==> config.mk <==
export PLATFORM = sky130hd
export DESIGN_NAME = polled_status_bank
export DESIGN_NICKNAME = d
export VERILOG_FILES = /design/src/rtl/pcs_pkg.sv /design/src/rtl/pcs_addr_decode.sv /design/src/rtl/pcs_err_accum.sv /design/src/rtl/pcs_switch_regs.sv /design/src/rtl/pcs_read_mux.sv /design/src/rtl/polled_status_bank.sv
export SDC_FILE = /design/constraint.sdc
export NUM_CORES = 1
export LEC_CHECK = 0
export ABC_AREA = 0
export BUFFER_PORTS_ARGS = -buffer_cell sky130_fd_sc_hd__buf_2
export CAP_MARGIN = 25
export CORE_MARGIN = 2
export CORE_UTILIZATION = 25
export DETAILED_ROUTE_END_ITERATION = 12
export PLACE_DENSITY = 0.51
export SLEW_MARGIN = 20
export SYNTH_ARGS = -nofsm -noshare
export SYNTH_HDL_FRONTEND = slang
export SYNTH_SLANG_ARGS = --single-unit
==> constraint.sdc <==
create_clock -name clk_i -period 1.86 [get_ports clk_i]
set_input_delay 0.186 -clock clk_i [delete_from_list [all_inputs] [get_ports clk_i]]
set_output_delay 0.186 -clock clk_i [all_outputs]
set_load 0.03 [all_outputs]
==> src/rtl/pcs_pkg.sv <==
package pcs_pkg;
  typedef enum logic [1:0] {
    RGN_NONE = 2'd0,
    RGN_STAT = 2'd1,
    RGN_SW   = 2'd2
  } region_e;
endpackage

==> src/rtl/pcs_addr_decode.sv <==
module pcs_addr_decode
  import pcs_pkg::*;
#(
  parameter int ADDR_W    = 16,
  parameter int NUM_WORDS = 12,
  parameter int IDX_W     = 4,
  parameter int STAT_BASE = 0,
  parameter int SW_BASE   = 16
) (
  input  logic [ADDR_W-1:0] addr_i,
  output region_e           region_o,
  output logic [IDX_W-1:0]  idx_o
);
  localparam logic [ADDR_W-1:0] STAT_LO = ADDR_W'(STAT_BASE);
  localparam logic [ADDR_W-1:0] STAT_HI = ADDR_W'(STAT_BASE + NUM_WORDS);
  localparam logic [ADDR_W-1:0] SW_LO   = ADDR_W'(SW_BASE);
  localparam logic [ADDR_W-1:0] SW_HI   = ADDR_W'(SW_BASE + NUM_WORDS);

  logic [ADDR_W-1:0] stat_off, sw_off;
  assign stat_off = addr_i - STAT_LO;
  assign sw_off   = addr_i - SW_LO;

  always_comb begin
    region_o = RGN_NONE;
    idx_o    = '0;
    if (addr_i >= STAT_LO && addr_i < STAT_HI) begin
      region_o = RGN_STAT;
      idx_o    = stat_off[IDX_W-1:0];
    end else if (addr_i >= SW_LO && addr_i < SW_HI) begin
      region_o = RGN_SW;
      idx_o    = sw_off[IDX_W-1:0];
    end
  end
endmodule

==> src/rtl/pcs_err_accum.sv <==
module pcs_err_accum #(
  parameter int NUM_CH = 192,
  parameter int LANES  = 2,
  parameter int CH_W   = 8
) (
  input  logic                  clk_i,
  input  logic                  rst_ni,
  input  logic [LANES-1:0]      err_vld_i,
  input  logic [LANES*CH_W-1:0] err_ch_i,
  input  logic                  frame_tick_i,
  output logic [NUM_CH-1:0]     snap_o
);
  logic [NUM_CH-1:0] hit, work_q, snap_q;

  for (genvar n = 0; n < NUM_CH; n++) begin : g_ch
    logic [LANES-1:0] lane_hit;
    for (genvar l = 0; l < LANES; l++) begin : g_lane
      assign lane_hit[l] = err_vld_i[l] && (err_ch_i[l*CH_W +: CH_W] == CH_W'(n));
    end
    assign hit[n] = |lane_hit;
  end

  // errors seen on the tick cycle start the new frame
  always_ff @(posedge clk_i or negedge rst_ni) begin
    if (!rst_ni) begin
      work_q <= '0;
      snap_q <= '0;
    end else if (frame_tick_i) begin
      snap_q <= work_q;
      work_q <= hit;
    end else begin
      work_q <= work_q | hit;
    end
  end

  assign snap_o = snap_q;
endmodule

==> src/rtl/pcs_switch_regs.sv <==
module pcs_switch_regs #(
  parameter int NUM_WORDS = 12,
  parameter int DATA_W    = 16,
  parameter int IDX_W     = 4
) (
  input  logic                        clk_i,
  input  logic                        rst_ni,
  input  logic                        wr_en_i,
  input  logic [IDX_W-1:0]            idx_i,
  input  logic [DATA_W-1:0]           wdata_i,
  output logic [NUM_WORDS*DATA_W-1:0] sel_o
);
  for (genvar w = 0; w < NUM_WORDS; w++) begin : g_word
    logic [DATA_W-1:0] word_q;
    always_ff @(posedge clk_i or negedge rst_ni) begin
      if (!rst_ni)                              word_q <= '0;
      else if (wr_en_i && idx_i == IDX_W'(w))   word_q <= wdata_i;
    end
    assign sel_o[w*DATA_W +: DATA_W] = word_q;
  end
endmodule

==> src/rtl/pcs_read_mux.sv <==
module pcs_read_mux
  import pcs_pkg::*;
#(
  parameter int NUM_WORDS = 12,
  parameter int DATA_W    = 16,
  parameter int IDX_W     = 4
) (
  input  logic                        clk_i,
  input  logic                        rst_ni,
  input  logic                        rd_i,
  input  region_e                     region_i,
  input  logic [IDX_W-1:0]            idx_i,
  input  logic [NUM_WORDS*DATA_W-1:0] stat_i,
  input  logic [NUM_WORDS*DATA_W-1:0] sw_i,
  output logic [DATA_W-1:0]           rdata_o
);
  logic [DATA_W-1:0] stat_word, sw_word, rd_word;

  always_comb begin
    stat_word = '0;
    sw_word   = '0;
    for (int w = 0; w < NUM_WORDS; w++) begin
      if (idx_i == IDX_W'(w)) begin
        stat_word = stat_i[w*DATA_W +: DATA_W];
        sw_word   = sw_i[w*DATA_W +: DATA_W];
      end
    end
    unique case (region_i)
      RGN_STAT: rd_word = stat_word;
      RGN_SW:   rd_word = sw_word;
      default:  rd_word = '0;
    endcase
  end

  always_ff @(posedge clk_i or negedge rst_ni) begin
    if (!rst_ni)   rdata_o <= '0;
    else if (rd_i) rdata_o <= rd_word;
    else           rdata_o <= '0;
  end
endmodule

==> src/rtl/polled_status_bank.sv <==
module polled_status_bank
  import pcs_pkg::*;
#(
  parameter int NUM_CH    = 192,
  parameter int LANES     = 2,
  parameter int CH_W      = $clog2(NUM_CH),
  parameter int ADDR_W    = 16,
  parameter int DATA_W    = 16,
  parameter int STAT_BASE = 0,
  parameter int SW_BASE   = 16
) (
  input  logic                  clk_i,
  input  logic                  rst_ni,
  input  logic [LANES-1:0]      err_vld_i,
  input  logic [LANES*CH_W-1:0] err_ch_i,
  input  logic                  frame_tick_i,
  input  logic [ADDR_W-1:0]     bus_addr_i,
  input  logic                  bus_rd_i,
  input  logic                  bus_wr_i,
  input  logic [DATA_W-1:0]     bus_wdata_i,
  output logic [DATA_W-1:0]     bus_rdata_o,
  output logic [NUM_CH-1:0]     prot_sel_o
);
  localparam int NUM_WORDS = NUM_CH / DATA_W;
  localparam int IDX_W     = $clog2(NUM_WORDS);

  region_e                     region;
  logic [IDX_W-1:0]            idx;
  logic [NUM_CH-1:0]           snap;
  logic [NUM_WORDS*DATA_W-1:0] sw_sel;

  pcs_addr_decode #(
    .ADDR_W(ADDR_W), .NUM_WORDS(NUM_WORDS), .IDX_W(IDX_W),
    .STAT_BASE(STAT_BASE), .SW_BASE(SW_BASE)
  ) u_dec (
    .addr_i(bus_addr_i), .region_o(region), .idx_o(idx)
  );

  pcs_err_accum #(.NUM_CH(NUM_CH), .LANES(LANES), .CH_W(CH_W)) u_accum (
    .clk_i(clk_i), .rst_ni(rst_ni), .err_vld_i(err_vld_i), .err_ch_i(err_ch_i),
    .frame_tick_i(frame_tick_i), .snap_o(snap)
  );

  pcs_switch_regs #(.NUM_WORDS(NUM_WORDS), .DATA_W(DATA_W), .IDX_W(IDX_W)) u_sw (
    .clk_i(clk_i), .rst_ni(rst_ni), .wr_en_i(bus_wr_i && region == RGN_SW),
    .idx_i(idx), .wdata_i(bus_wdata_i), .sel_o(sw_sel)
  );

  pcs_read_mux #(.NUM_WORDS(NUM_WORDS), .DATA_W(DATA_W), .IDX_W(IDX_W)) u_rd (
    .clk_i(clk_i), .rst_ni(rst_ni), .rd_i(bus_rd_i), .region_i(region), .idx_i(idx),
    .stat_i(snap), .sw_i(sw_sel), .rdata_o(bus_rdata_o)
  );

  assign prot_sel_o = sw_sel;
endmodule

; Word-level counts from Yosys, hierarchy flattened
; Index checks and enable logic that the tools add are counted.
[word_totals]
regBits = 592
input_bits = 55
out_inout_bits = 208
[op_classes]
add_sub_neg = 1
magnitude_cmp = 4
n_eq_ne = 395
muxes = 31
bitwise = 1
n_reduce_logical = 594
[ops]
columns = cell, count
row1 = 8-bit by 7-bit equality test with 1-bit output (second input constant), 128
row2 = 8-bit equality test (second input constant), 128
row3 = 8-bit by 6-bit equality test with 1-bit output (second input constant), 64
row4 = 16-bit two-way mux, 25
row5 = 1-bit logical AND, 399
row6 = 2-bit OR reduction, 192
row7 = 8-bit by 5-bit equality test with 1-bit output (second input constant), 32
row8 = 192-bit two-way mux, 1
row9 = 192-bit OR, 1
row10 = 8-bit by 4-bit equality test with 1-bit output (second input constant), 16
row11 = 8-bit by 3-bit equality test with 1-bit output (second input constant), 8
row12 = 8-bit by 2-bit equality test with 1-bit output (second input constant), 4
row13 = 16-bit one-hot mux with 2 select lines, 1
row14 = 4-bit by 3-bit equality test with 1-bit output (second input constant), 4
row15 = 4-bit equality test (second input constant), 4
row16 = 8-bit by 1-bit equality test with 1-bit output (second input constant), 2
row17 = 16-bit by 1-bit greater-or-equal comparator with 1-bit output (second input constant), 1
row18 = 16-bit by 5-bit greater-or-equal comparator with 1-bit output (second input constant), 1
row19 = 8-bit zero test, 2
row20 = 16-bit by 4-bit < comparator with 1-bit output (second input constant), 1
row21 = 16-bit by 5-bit < comparator with 1-bit output (second input constant), 1
row22 = 4-bit by 2-bit equality test with 1-bit output (second input constant), 2
row23 = 4-bit two-way mux, 2
row24 = 4-bit by 1-bit equality test with 1-bit output (second input constant), 1
row25 = other kinds (5), 6

; Longest topological paths before layout
; Gate-level depths: netlist of run 1.
[logic_depth]
depth_word = 19
ltp_mapped = 11
mapped_depth_nobuf = 7

; Hierarchy
; A second synthesis of run 1 with hierarchy kept.
[unflattened]
hier_cells = 2196
hier_area_um2 = 27557.7
[by_module_without_submodules]
columns = module, n_inst, cells_per_inst, area_each_um2, seq_area_each_um2
row1 = pcs_err_accum, 1, 1172, 15653.8, 9609.2
row2 = pcs_switch_regs, 1, 436, 7404.6, 4804.6
row3 = pcs_read_mux, 1, 569, 4324.1, 400.4
row4 = pcs_addr_decode, 1, 18, 166.4, 0.0
row5 = polled_status_bank, 1, 1, 8.8, 0.0

; Worst setup path before layout of run 1
; OpenSTA, ideal clock, no wires.
[synth_timing]
kind = input-to-reg
from = in bus_addr_i[2]
to = reg u_sw.g_word[9].word_q[13]
setup_ns = 0.128
t_arrival_ns = 2.295
path_slack_ns = -0.563
stages = 8
cell_sequence = buf_2 a2111o_1 nor3_2 and3_1 buf_4 nor3b_4 buf_4 mux2_1
[synth_between]
elab_chain_len = 7
word_cells_on_any_way = 15
[synth_rtl]
columns = item, line_no
row1 = from (decl), polled_status_bank.sv:17  ; input logic [ADDR_W-1:0] bus_addr_i,
row2 = 16-bit by 5-bit greater-or-equal comparator with 1-bit output / 16-bit by 5-bit < comparator with 1-bit output (equally long branches), pcs_addr_decode.sv:29  ; end else if (addr_i >= SW_LO && addr_i < SW_HI) begin
row3 = 1-bit logical AND, pcs_addr_decode.sv:29
row4 = 2-bit two-way mux, pcs_addr_decode.sv:29
row5 = 2-bit two-way mux, pcs_addr_decode.sv:26  ; if (addr_i >= STAT_LO && addr_i < STAT_HI) begin
row6 = 2-bit equality test, polled_status_bank.sv:45  ; .clk_i(clk_i), .rst_ni(rst_ni), .wr_en_i(bus_wr_i && region == RGN_SW),
row7 = 1-bit logical AND, polled_status_bank.sv:45
row8 = 1-bit logical AND (*), pcs_switch_regs.sv:17  ; else if (wr_en_i && idx_i == IDX_W'(w)) word_q <= wdata_i;
row9 = to (signal assigned), pcs_switch_regs.sv:17
row10 = to (decl), pcs_switch_regs.sv:14  ; logic [DATA_W-1:0] word_q;
; Mark *: on every way between the ends. The rest lies on a longest branch, timed or not.
; A chain may end at the register's enable or synchronous reset.

; Worst setup path after layout of run 1
[layout_timing]
from = in bus_addr_i[12]
to = reg u_rd.rdata_o[4]
[layout_between]
elab_chain_len = 19
word_cells_on_any_way = 50
[layout_rtl]
columns = item, line_no
row1 = 16-bit by 5-bit greater-or-equal comparator with 1-bit output / 16-bit by 5-bit < comparator with 1-bit output (equally long branches), pcs_addr_decode.sv:29
row2 = 1-bit logical AND, pcs_addr_decode.sv:29
row3 = 4-bit two-way mux, pcs_addr_decode.sv:29
row4 = 4-bit two-way mux, pcs_addr_decode.sv:26
row5 = 4-bit zero test, pcs_read_mux.sv:23  ; if (idx_i == IDX_W'(w)) begin
row6 = 16-bit two-way mux (12 in a row), pcs_read_mux.sv:23
row7 = 16-bit one-hot mux with 2 select lines (*), pcs_read_mux.sv:28  ; unique case (region_i)
row8 = 16-bit two-way mux (*), pcs_read_mux.sv:37  ; else if (rd_i) rdata_o <= rd_word;
row9 = to (signal assigned), pcs_read_mux.sv:37
row10 = to (decl), pcs_read_mux.sv:15  ; output logic [DATA_W-1:0] rdata_o
; Marked as above.

==> results of run 1 <==
[metrics by stage]
stage	hold WS [ns]	instance area [um^2]	setup WS, ns	TNS (ns)
6_report	0.0359	38100	-0.236	-17.98
3_3_place_gp	0.107	33600	-1.27	-145.68
2_1_floorplan	-0.110	27500	-0.443	-49.95
3_5_place_dp	0.104	33600	-1.20	-151.45
5_1_grt	0.0346	38100	-0.255	-22.02
4_1_cts	0.00496	37700	-0.190	-5.65
[repair_timing]
| action | CTS | global route |
|---|---|---|
| setup endpoints to repair | 208 | 209 |
| endpoints found under the hold margin | 387 | 0 |
| cloned | 9 | 3 |
| hold buffers | 5 | 0 |
| resized for setup | 247 | 100 |
| pin swaps | 63 | 46 |
| buffers inserted | 37 | 13 |
[power breakdown]
group / switching [mW] / total [mW] / internal [mW]
Combinational: 1.31 / 1.95 / 0.640
Sequential: 0.0525 / 13.0 / 13.0
Clock: 5.71 / 14.2 / 8.49
Total: 7.07 / 29.1 / 22.1
[path summary, 6_finish.rpt]
check	from	endpoint	slack, ns	depth (start not counted)
setup / recovery	bus_addr_i[12]	u_rd.rdata_o[4]$_DFF_PN0_	-0.24	12
hold / removal	rst_ni	u_sw.g_word[6].word_q[7]$_DFFE_PN0P_	0.04	2
setup reg to reg	u_sw.g_word[4].word_q[0]$_DFFE_PN0P_	u_rd.rdata_o[0]$_DFF_PN0_	-0.14	7
hold reg to reg	u_accum.work_q[122]$_DFF_PN0_	u_accum.snap_o[122]$_DFFE_PN0P_	0.48	2
max in group asynchronous	rst_ni	u_accum.snap_o[174]$_DFFE_PN0P_	0.92	4
min in group clk_i	err_ch_i[3]	u_accum.work_q[188]$_DFF_PN0_	0.04	3
[cell usage in the layout, fill, tap and decap left out, types with 9 or more instances in the layout]
master       n
clkbuf_8    16
nor2_2       9
clkbuf_16   75
o21ai_1     17
buf_6       46
mux2_4      60
nor2_1      49
nand2b_1   199
nor2b_1     22
mux2_2     319
o221ai_1   195
mux2i_1     24
o22ai_1     15
a221oi_1    13
dfrtp_1    591
a211oi_1    13
buf_4      358
a22oi_2      9
nand2_1     90
buf_2      254
nor3_1      11
nand2_8      9
a22oi_1     21
buf_12      58
inv_1       19
a21oi_2     16
clkbuf_1    13
a21oi_1     48
nand3_1     48
o21ai_0     60
nand4_1     27
[logic make-up after synthesis]
family / synth area share
flops: 0.541
compound gates: 0.149
simple gates: 0.111
mux: 0.168
buf+inv: 0.0308
[area by class of cell]
cell class,count,area (um^2)
sequential,592,14800
fill,10744,70600
timing repair buffer,737,6040
clock inverter,20,299
antenna,1,2.50
multi-input combinational,1499,13100
inverter,20,75.1
clock buffer,100,2050
tap,1414,1770
[flip-flops by register name (all words and copies together) (netlist names)]
register            cells
u_accum.snap_o        192
u_accum.work_q        192
u_rd.rdata_o           16
u_sw.g_word.word_q    192
[per-layer routing]
layer,GRT usage,vias up
met5,0,-
met4,0.0938,20
met3,0.0368,266
met2,0.342,1100
met1,0.289,12420
li1,-,9943
[critical path: cells and delay by family]
kind / cells / cell delay [ns]
AND/OR/NAND/NOR: 4 / 1.24
AO/OA/AOI/OAI: 3 / 0.39
buffers and inverters: 5 / 0.74
==> results, run 1 <==
- The run finished, with violations left.
- The checks that failed: setup timing.
- The peak fanout along the critical path is 9.
- The number of max-slew violations in the final report is 0.
- The core region is 109000 um^2.
- The count of flip-flops with a built-in enable after synthesis is 0.
- The worst setup path is launched from an input pin.
- The placer's final routability congestion estimate is 0.927.
- The minimum period implied by the final worst setup slack is 2.10 ns.
- The arrival time at the worst endpoint is 2.58 ns.
- The clock slew seen by the registers of the worst setup and hold paths is 0.06 ns.
- The maximum cell stage delay along the critical path is 0.64 ns.
- For this block, the initial DRC count from the detailed router was 2626.
- The highest metal layer with signal wires is met5.
- The slew at the pin closest to its max-slew limit is 0.785 ns.
- The via density per instance is 5.42.
- The clock passes through at most 3 buffers.
- The final worst slack is -0.236 ns.
- The static leakage is 17.9 nW.
- In the post-synthesis netlist, the biggest area contributors are dfrtp_1, mux2_2, o221ai_1.
- The total of warnings raised by yosys is 0.
- The number of clock buffers inserted by TritonCTS is 67.
- The number of antenna violations at the first check in global routing was 10.
- The number of distinct library cell variants in the gate-level netlist after synthesis is 72.
- The share of the Yosys chip area taken by registers is 0.541.
- The tree built by TritonCTS fans out to 592 sinks.
- The design draws 29.1 mW.
- Synthesis produced a netlist whose cell count is 2298.
- The post-route clock period utilization is 1.13.
- Buffers placed on the I/O ports in this run total 262.
- Synthesis inferred 592 register bits.
- Detailed routing inserted a total of 23749 vias.
- In the final layout, the share of cells above drive strength 1 is 0.471.
- The global router's overall resource usage is 0.216.
- The routed length per instance is 28.4 um.
- For this run, the top clock speed supported by timing is 477 MHz.
- The final design utilization is 0.351.
- The CTS tree is yes.
- Walking the worst path, the cells encountered are buf_6, or4_4, nor4_4, buf_6, buf_4, nand2_8, buf_12, buf_4, nor2_1, a211oi_1, a21oi_2, o22ai_2.
- The H-tree generated during clock tree synthesis spans 3 levels.
- Detailed placement ended at an HPWL of 87900 um.
- The synthesized design spends more area on one cell type than any other, namely dfrtp_1.
- Ranked by instance count, the synthesized netlist is headed by dfrtp_1, mux2_2, o221ai_1.
- The number of top-level pins is 263.
- In the final routing, the length of wire on met1 measures 52300 um.
- The final global-route overflow total is 0.
- The DRC violations left is 0.
- The floorplan has 121 rows.
- Entering global routing, the biggest net connects 96 pins.
- The most frequently used cell type in the post-synthesis netlist is dfrtp_1.
- The number of global-route vias before repair came to 23355.
- On the critical path, the stage with the largest delay is an instance of or4_4.
- The full die area is 112000 um^2.
- The share of the synthesized area in the top cell type is 0.541.
- The number of nets in the synthesized netlist is 2353.
- For this design the ratio of total power to cell area is 764 nW/um^2.
- The area growth from synthesis to layout is 39.4%.
- The number of nets in the finished design is 2972.
- The horizontal die dimension is 335 um.
- The required time at the worst-slack endpoint is 2.35 ns.
- The kind of end point of the critical path is a register.
- The final clock skew is 0.0328 ns.
- In the synthesized netlist the dominant register cell turns out to be dfrtp_1.
- Setup repair after global routing could not meet its margin everywhere.
- Counting tap cells, the placed design contains a total of 4210 instances.
- The insertion delay of the later-clocked pin in the worst-skew pair is 0.62 ns.
- The final-report hold violation count was 0.
- Summed over all nets, wire length on met3 after detailed routing comes to 9100 um.
- The initial utilization of the core area, before any placement, comes to 0.252.
- The critical path is of the in -> reg type.
- The floorplan step set the die height to 335 um.
- VDD sags by at most 0.661 mV.
- The worst min-delay path category is in -> async.
- The synthesized cell area is 27400 um^2.
- The residual antenna-violating net count after detailed routing is 0.
- The tree is rooted in a clkbuf_16.
- The setup violation total in the final timing report is 208.
- Summed over all nets, wire length on met2 after detailed routing comes to 56700 um.
- The count of placed standard cells in the final layout, fillers left out is 4383.
- Before antenna repair, the detailed router went through 5 iterations.
- The first global-routing pass estimated 177000 um of wire.
- The number of max-cap violations is 0.
- The proportion of register bits with asynchronous set or reset after synthesis is 1.00.
- The total detailed-routing wirelength is 124000 um.
- The average instance area after synthesis is 11.9 um^2.
- Measured against its own limit, the worst slew margin works out to 0.476.
Note: power is estimated with default switching activity, not from simulation.
==> run 2: changes to the inputs <==
--- a/config.mk
+++ b/config.mk
@@ -5,13 +5,14 @@
 export SDC_FILE = /design/constraint.sdc
 export NUM_CORES = 1
 export LEC_CHECK = 0
-export ABC_AREA = 0
+export ABC_AREA = 1
 export BUFFER_PORTS_ARGS = -buffer_cell sky130_fd_sc_hd__buf_2
 export CAP_MARGIN = 25
+export CORE_ASPECT_RATIO = 1.4
 export CORE_MARGIN = 2
-export CORE_UTILIZATION = 25
+export CORE_UTILIZATION = 42
 export DETAILED_ROUTE_END_ITERATION = 12
-export PLACE_DENSITY = 0.51
+export PLACE_DENSITY = 0.71
 export SLEW_MARGIN = 20
 export SYNTH_ARGS = -nofsm -noshare
 export SYNTH_HDL_FRONTEND = slang
==> results, run 2 <==
- The average instance area after synthesis was 8.38 um^2 (-30%).
- The final HPWL from detailed placement is 64000 um (-27%).
- The total detailed-routing wirelength is 91000 um (-27%).
- The share of power burned in the clock network came to 0.437 (-0.050).
- The synthesized net count was 3173 (+35%).
- The portion of total power attributed to combinational logic is 0.050 (-0.017).
- The power per unit of standard cell area was 784 nW/um^2 (+2.6%).
- The worst setup path is launched from an input pin.
- The number of buffer cells added on primary ports is 262 (unchanged).
- The peak supply drop is 0.638 mV (-3.6%).
- The arrival time at the worst endpoint is 2.44 ns (-0.14 ns).
- The worst setup path is captured at a register.
- The required time at the worst-slack endpoint is 2.31 ns (-0.04 ns).
- The maximum level of the CTS H-tree is 2 (-1).
- The routed length per instance was 21.0 um (-26%).
- The number of distinct library cell variants in the gate-level netlist after synthesis was 31 (-57%).
- The slew at the pin closest to its max-slew limit is 0.760 ns (-0.0244 ns).
- The number of clock buffers inserted by TritonCTS is 54 (-19%).
- Summed over all instances, the cell type with the most area after synthesis is dfrtp_1.
- The count of flip-flops with a built-in enable after synthesis is 0 (unchanged).
- The effective utilization at floorplan is 0.423 (+0.172).
- The switching portion of total power is 0.234 (-0.00882).
- The number of nets in the finished design is 3519 (+18%).
- The number of flip-flops and latches in the synthesized netlist is 592 (unchanged).
- The clock sink count is 592 (unchanged).
- The DRC violations left was 1 (+1).
- Among all flip-flop cells after synthesis, the most frequent one is dfrtp_1.
- The number of rows created at floorplan is 108 (-11%).
- The final worst slack is -0.135 ns (+0.101 ns).
- The number of max-cap violations is 0 (unchanged).
- The number of max-slew violations in the final report came to 0 (unchanged).
- The residual antenna-violating net count after detailed routing came to 0 (unchanged).
- The synthesized instance count is 3118 (+36%).
- The tightest min-delay check is of the in -> async type.
- The sequential fraction of design power came to 0.514 (+0.068).
- Clock tree synthesis selected as its root buffer the cell clkbuf_16.
- The top cell types in the final layout, fill and taps aside, are nand2_1, dfrtp_1, buf_2.
- The top achievable clock speed is 501 MHz (+5.1%).
- The flow ran to the end, but the final reports show violations.
- The synthesized cell area is 26100 um^2 (-4.5%).
- The number of DRC markers after the initial detailed-route iteration is 2723 (+3.7%).
- The final clock skew is 0.0197 ns (-0.0131 ns).
- By startpoint and endpoint, the worst setup path is classified as in -> reg.
- The area growth from synthesis to layout is 23.3%.
- The post-route clock period utilization is 1.07 (-0.0543).
- The first-pass GRT wire length came to 138000 um (-22%).
- The minimum period implied by the final worst setup slack is 2.00 ns (-0.101 ns).
- The worst slack after detailed placement was -1.15 ns (+0.0512 ns).
- Ranked by instance count, the synthesized netlist is headed by nand2_1, dfrtp_1, o21ai_0.
- The horizontal die dimension is 215 um (-36%).
- The most frequently used cell type in the post-synthesis netlist is nand2_1.
- The overall power consumption came to 25.3 mW (-13%).
- The worst slew margin relative to its limit was 0.493 (+0.0174).
- The overall die height was 299 um (-11%).
- The placer's final routability congestion estimate is 0.963 (+3.9%).
- Setup repair after global routing could not meet its margin everywhere.
- The insertion delay of the later-clocked pin in the worst-skew pair is 0.60 ns (-0.02 ns).
- The CTS tree is yes.
- The final reports fail on DRC, setup timing.
- The via density per instance is 5.55 (+2.4%).
- The area taken by flip-flops and latches is 14800 um^2 (about the same).
- The total via count after detailed routing is 24011 (+1.1%).
- The final-report hold violation count was 0 (unchanged).
- The static leakage is 15.9 nW (-11%).
- The commonest non-fill, non-tap cell in the layout is nand2_1.
- The setup violation total in the final timing report is 16 (-92%).
- The maximum clock insertion buffer count is 3 (unchanged).
- The peak fanout along the critical path is 8 (-1).
- Yosys attributes the largest share of cell area to dfrtp_1, nand2_1, o221ai_1.
- The post-synthesis sequential area ratio is 0.567 (+0.0252).
- The full die area is 64300 um^2 (-43%).
- The number of antenna violations at the first check in global routing is 2 (-8).
- The number of top-level pins is 263 (unchanged).
- The share of the synthesized area in the top cell type is 0.567 (+0.0252).
- The detailed-routing iteration count for the pre-antenna-repair pass is 12 (+7).
- The total net switching power is 5.91 mW (-16%).
- The global router's overall resource usage is 0.278 (+0.0626).
- The layout cell share with drive strength beyond 1 is 0.198 (-0.273).
- The total of warnings raised by yosys is 0 (unchanged).
- The maximum number of pins on one net before global-route repair is 172 (+79%).
- The placeable core region came to 61800 um^2 (-43%).
- The final global-route overflow total is 0 (unchanged).
- The clock slew seen by the registers of the worst setup and hold paths is 0.06 ns (about the same).
- The count of inserted antenna diode cells was 0 (-1).
- The area of combinational cells with multiple inputs is 10200 um^2 (-22%).
- The filler cell count is 5614 (-48%).
- The number of global-route vias before repair came to 23665 (+1.3%).
- The total internal power is 19.4 mW (-12%).
- The proportion of register bits with asynchronous set or reset after synthesis came to 1.00 (unchanged).
- The length in cells of the worst reg-to-reg path came to 8 (+1).
## run 2: cell types whose count changed after synthesis, moves of 26 or more
cell / change
o21ai_0: +162
nand2b_1: -199
mux2i_1: -26
inv_1: +186
a21oi_1: +35
nand3_1: +35
o221ai_1: -46
nand2_1: +1063
nor2b_1: -27
mux2_2: -372
nor2_1: +152
## run 2: stage by stage
stage                     cell area [um^2]  hold slack, ns  TNS, ns   util  instances
final                                32200          0.0449    -1.14  0.522       4329
after global routing                 32200          0.0500    -2.12  0.522       4329
after CTS                            31900          0.0432   -0.735  0.516       4317
after detailed placement             29700          0.0680  -120.32  0.480       4205
after global placement               29700          0.0605  -119.96  0.480       4205
after floorplan                      26200          -0.110        0      -       3118
## run 2: cell families after synthesis
logic type      after synthesis  synth area share
buf+inv                     415            0.0620
simple gates               1547             0.237
flops                       592             0.567
compound gates              564             0.134
## run 2: final timing paths
kind | start | end | slack [ns]
setup / recovery | bus_addr_i[7] | u_rd.rdata_o[9]$_DFF_PN0_ | -0.14
hold / removal | rst_ni | u_accum.snap_o[0]$_DFFE_PN0P_ | 0.04
setup reg to reg | u_sw.g_word[2].word_q[9]$_DFFE_PN0P_ | u_rd.rdata_o[9]$_DFF_PN0_ | 0.14
hold reg to reg | u_accum.work_q[21]$_DFF_PN0_ | u_accum.snap_o[21]$_DFFE_PN0P_ | 0.47
max in group asynchronous | rst_ni | u_accum.work_q[184]$_DFF_PN0_ | 0.97
min in group clk_i | frame_tick_i | u_accum.snap_o[102]$_DFFE_PN0P_ | 0.05
## run 2: final cells by class
cell class | instances | area share
clock buffer | 83 | 0.0506
clock inverter | 13 | 0.00291
inverter | 226 | 0.0269
multi-input combinational | 2115 | 0.317
sequential | 592 | 0.460
tap | 825 | 0.0320
timing repair buffer | 475 | 0.111
## run 2: power by group through the flow
stage,Sequential [mW],Combinational [mW],Clock (mW)
after floorplan,13.2,0.453,0
after global placement,13.2,1.21,0
after detailed placement,13.2,1.22,0
after CTS,13.0,1.24,11.1
after global routing,13.0,1.35,11.6
final,13.0,1.25,11.0
## run 2: what timing repair did
action                     CTS  global route
hold endpoints to repair   368             0
hold buffers                 2             0
resized for setup           99            53
setup buffers               13             8
pin swaps                   42            56
gates cloned                 2             5
setup endpoints to repair   26            25
## run 2: critical path: stages
cell and delay, ns:
buf_6 0.10, nor2_4 0.18, buf_6 0.13, nand2_4 0.05, nor2_4 0.09, nand2_4 0.07
nand2_8 0.14, o21ai_4 0.09, buf_12 0.15, buf_6 0.13, nand3_2 0.07, nand3_2 0.10
nor2_2 0.11, nand4_1 0.22, nor2_2 0.23, nand4_1 0.14, nand2_2 0.17, a21oi_2 0.07
## run 2: per-layer routing
metal	up-vias	share of wire	global-route usage
li1	10920	-	-
met1	11456	0.35	0.315
met2	1269	0.50	0.494
met3	362	0.064	0.0323
met4	4	0.078	0.190
met5	-	0.00025	0
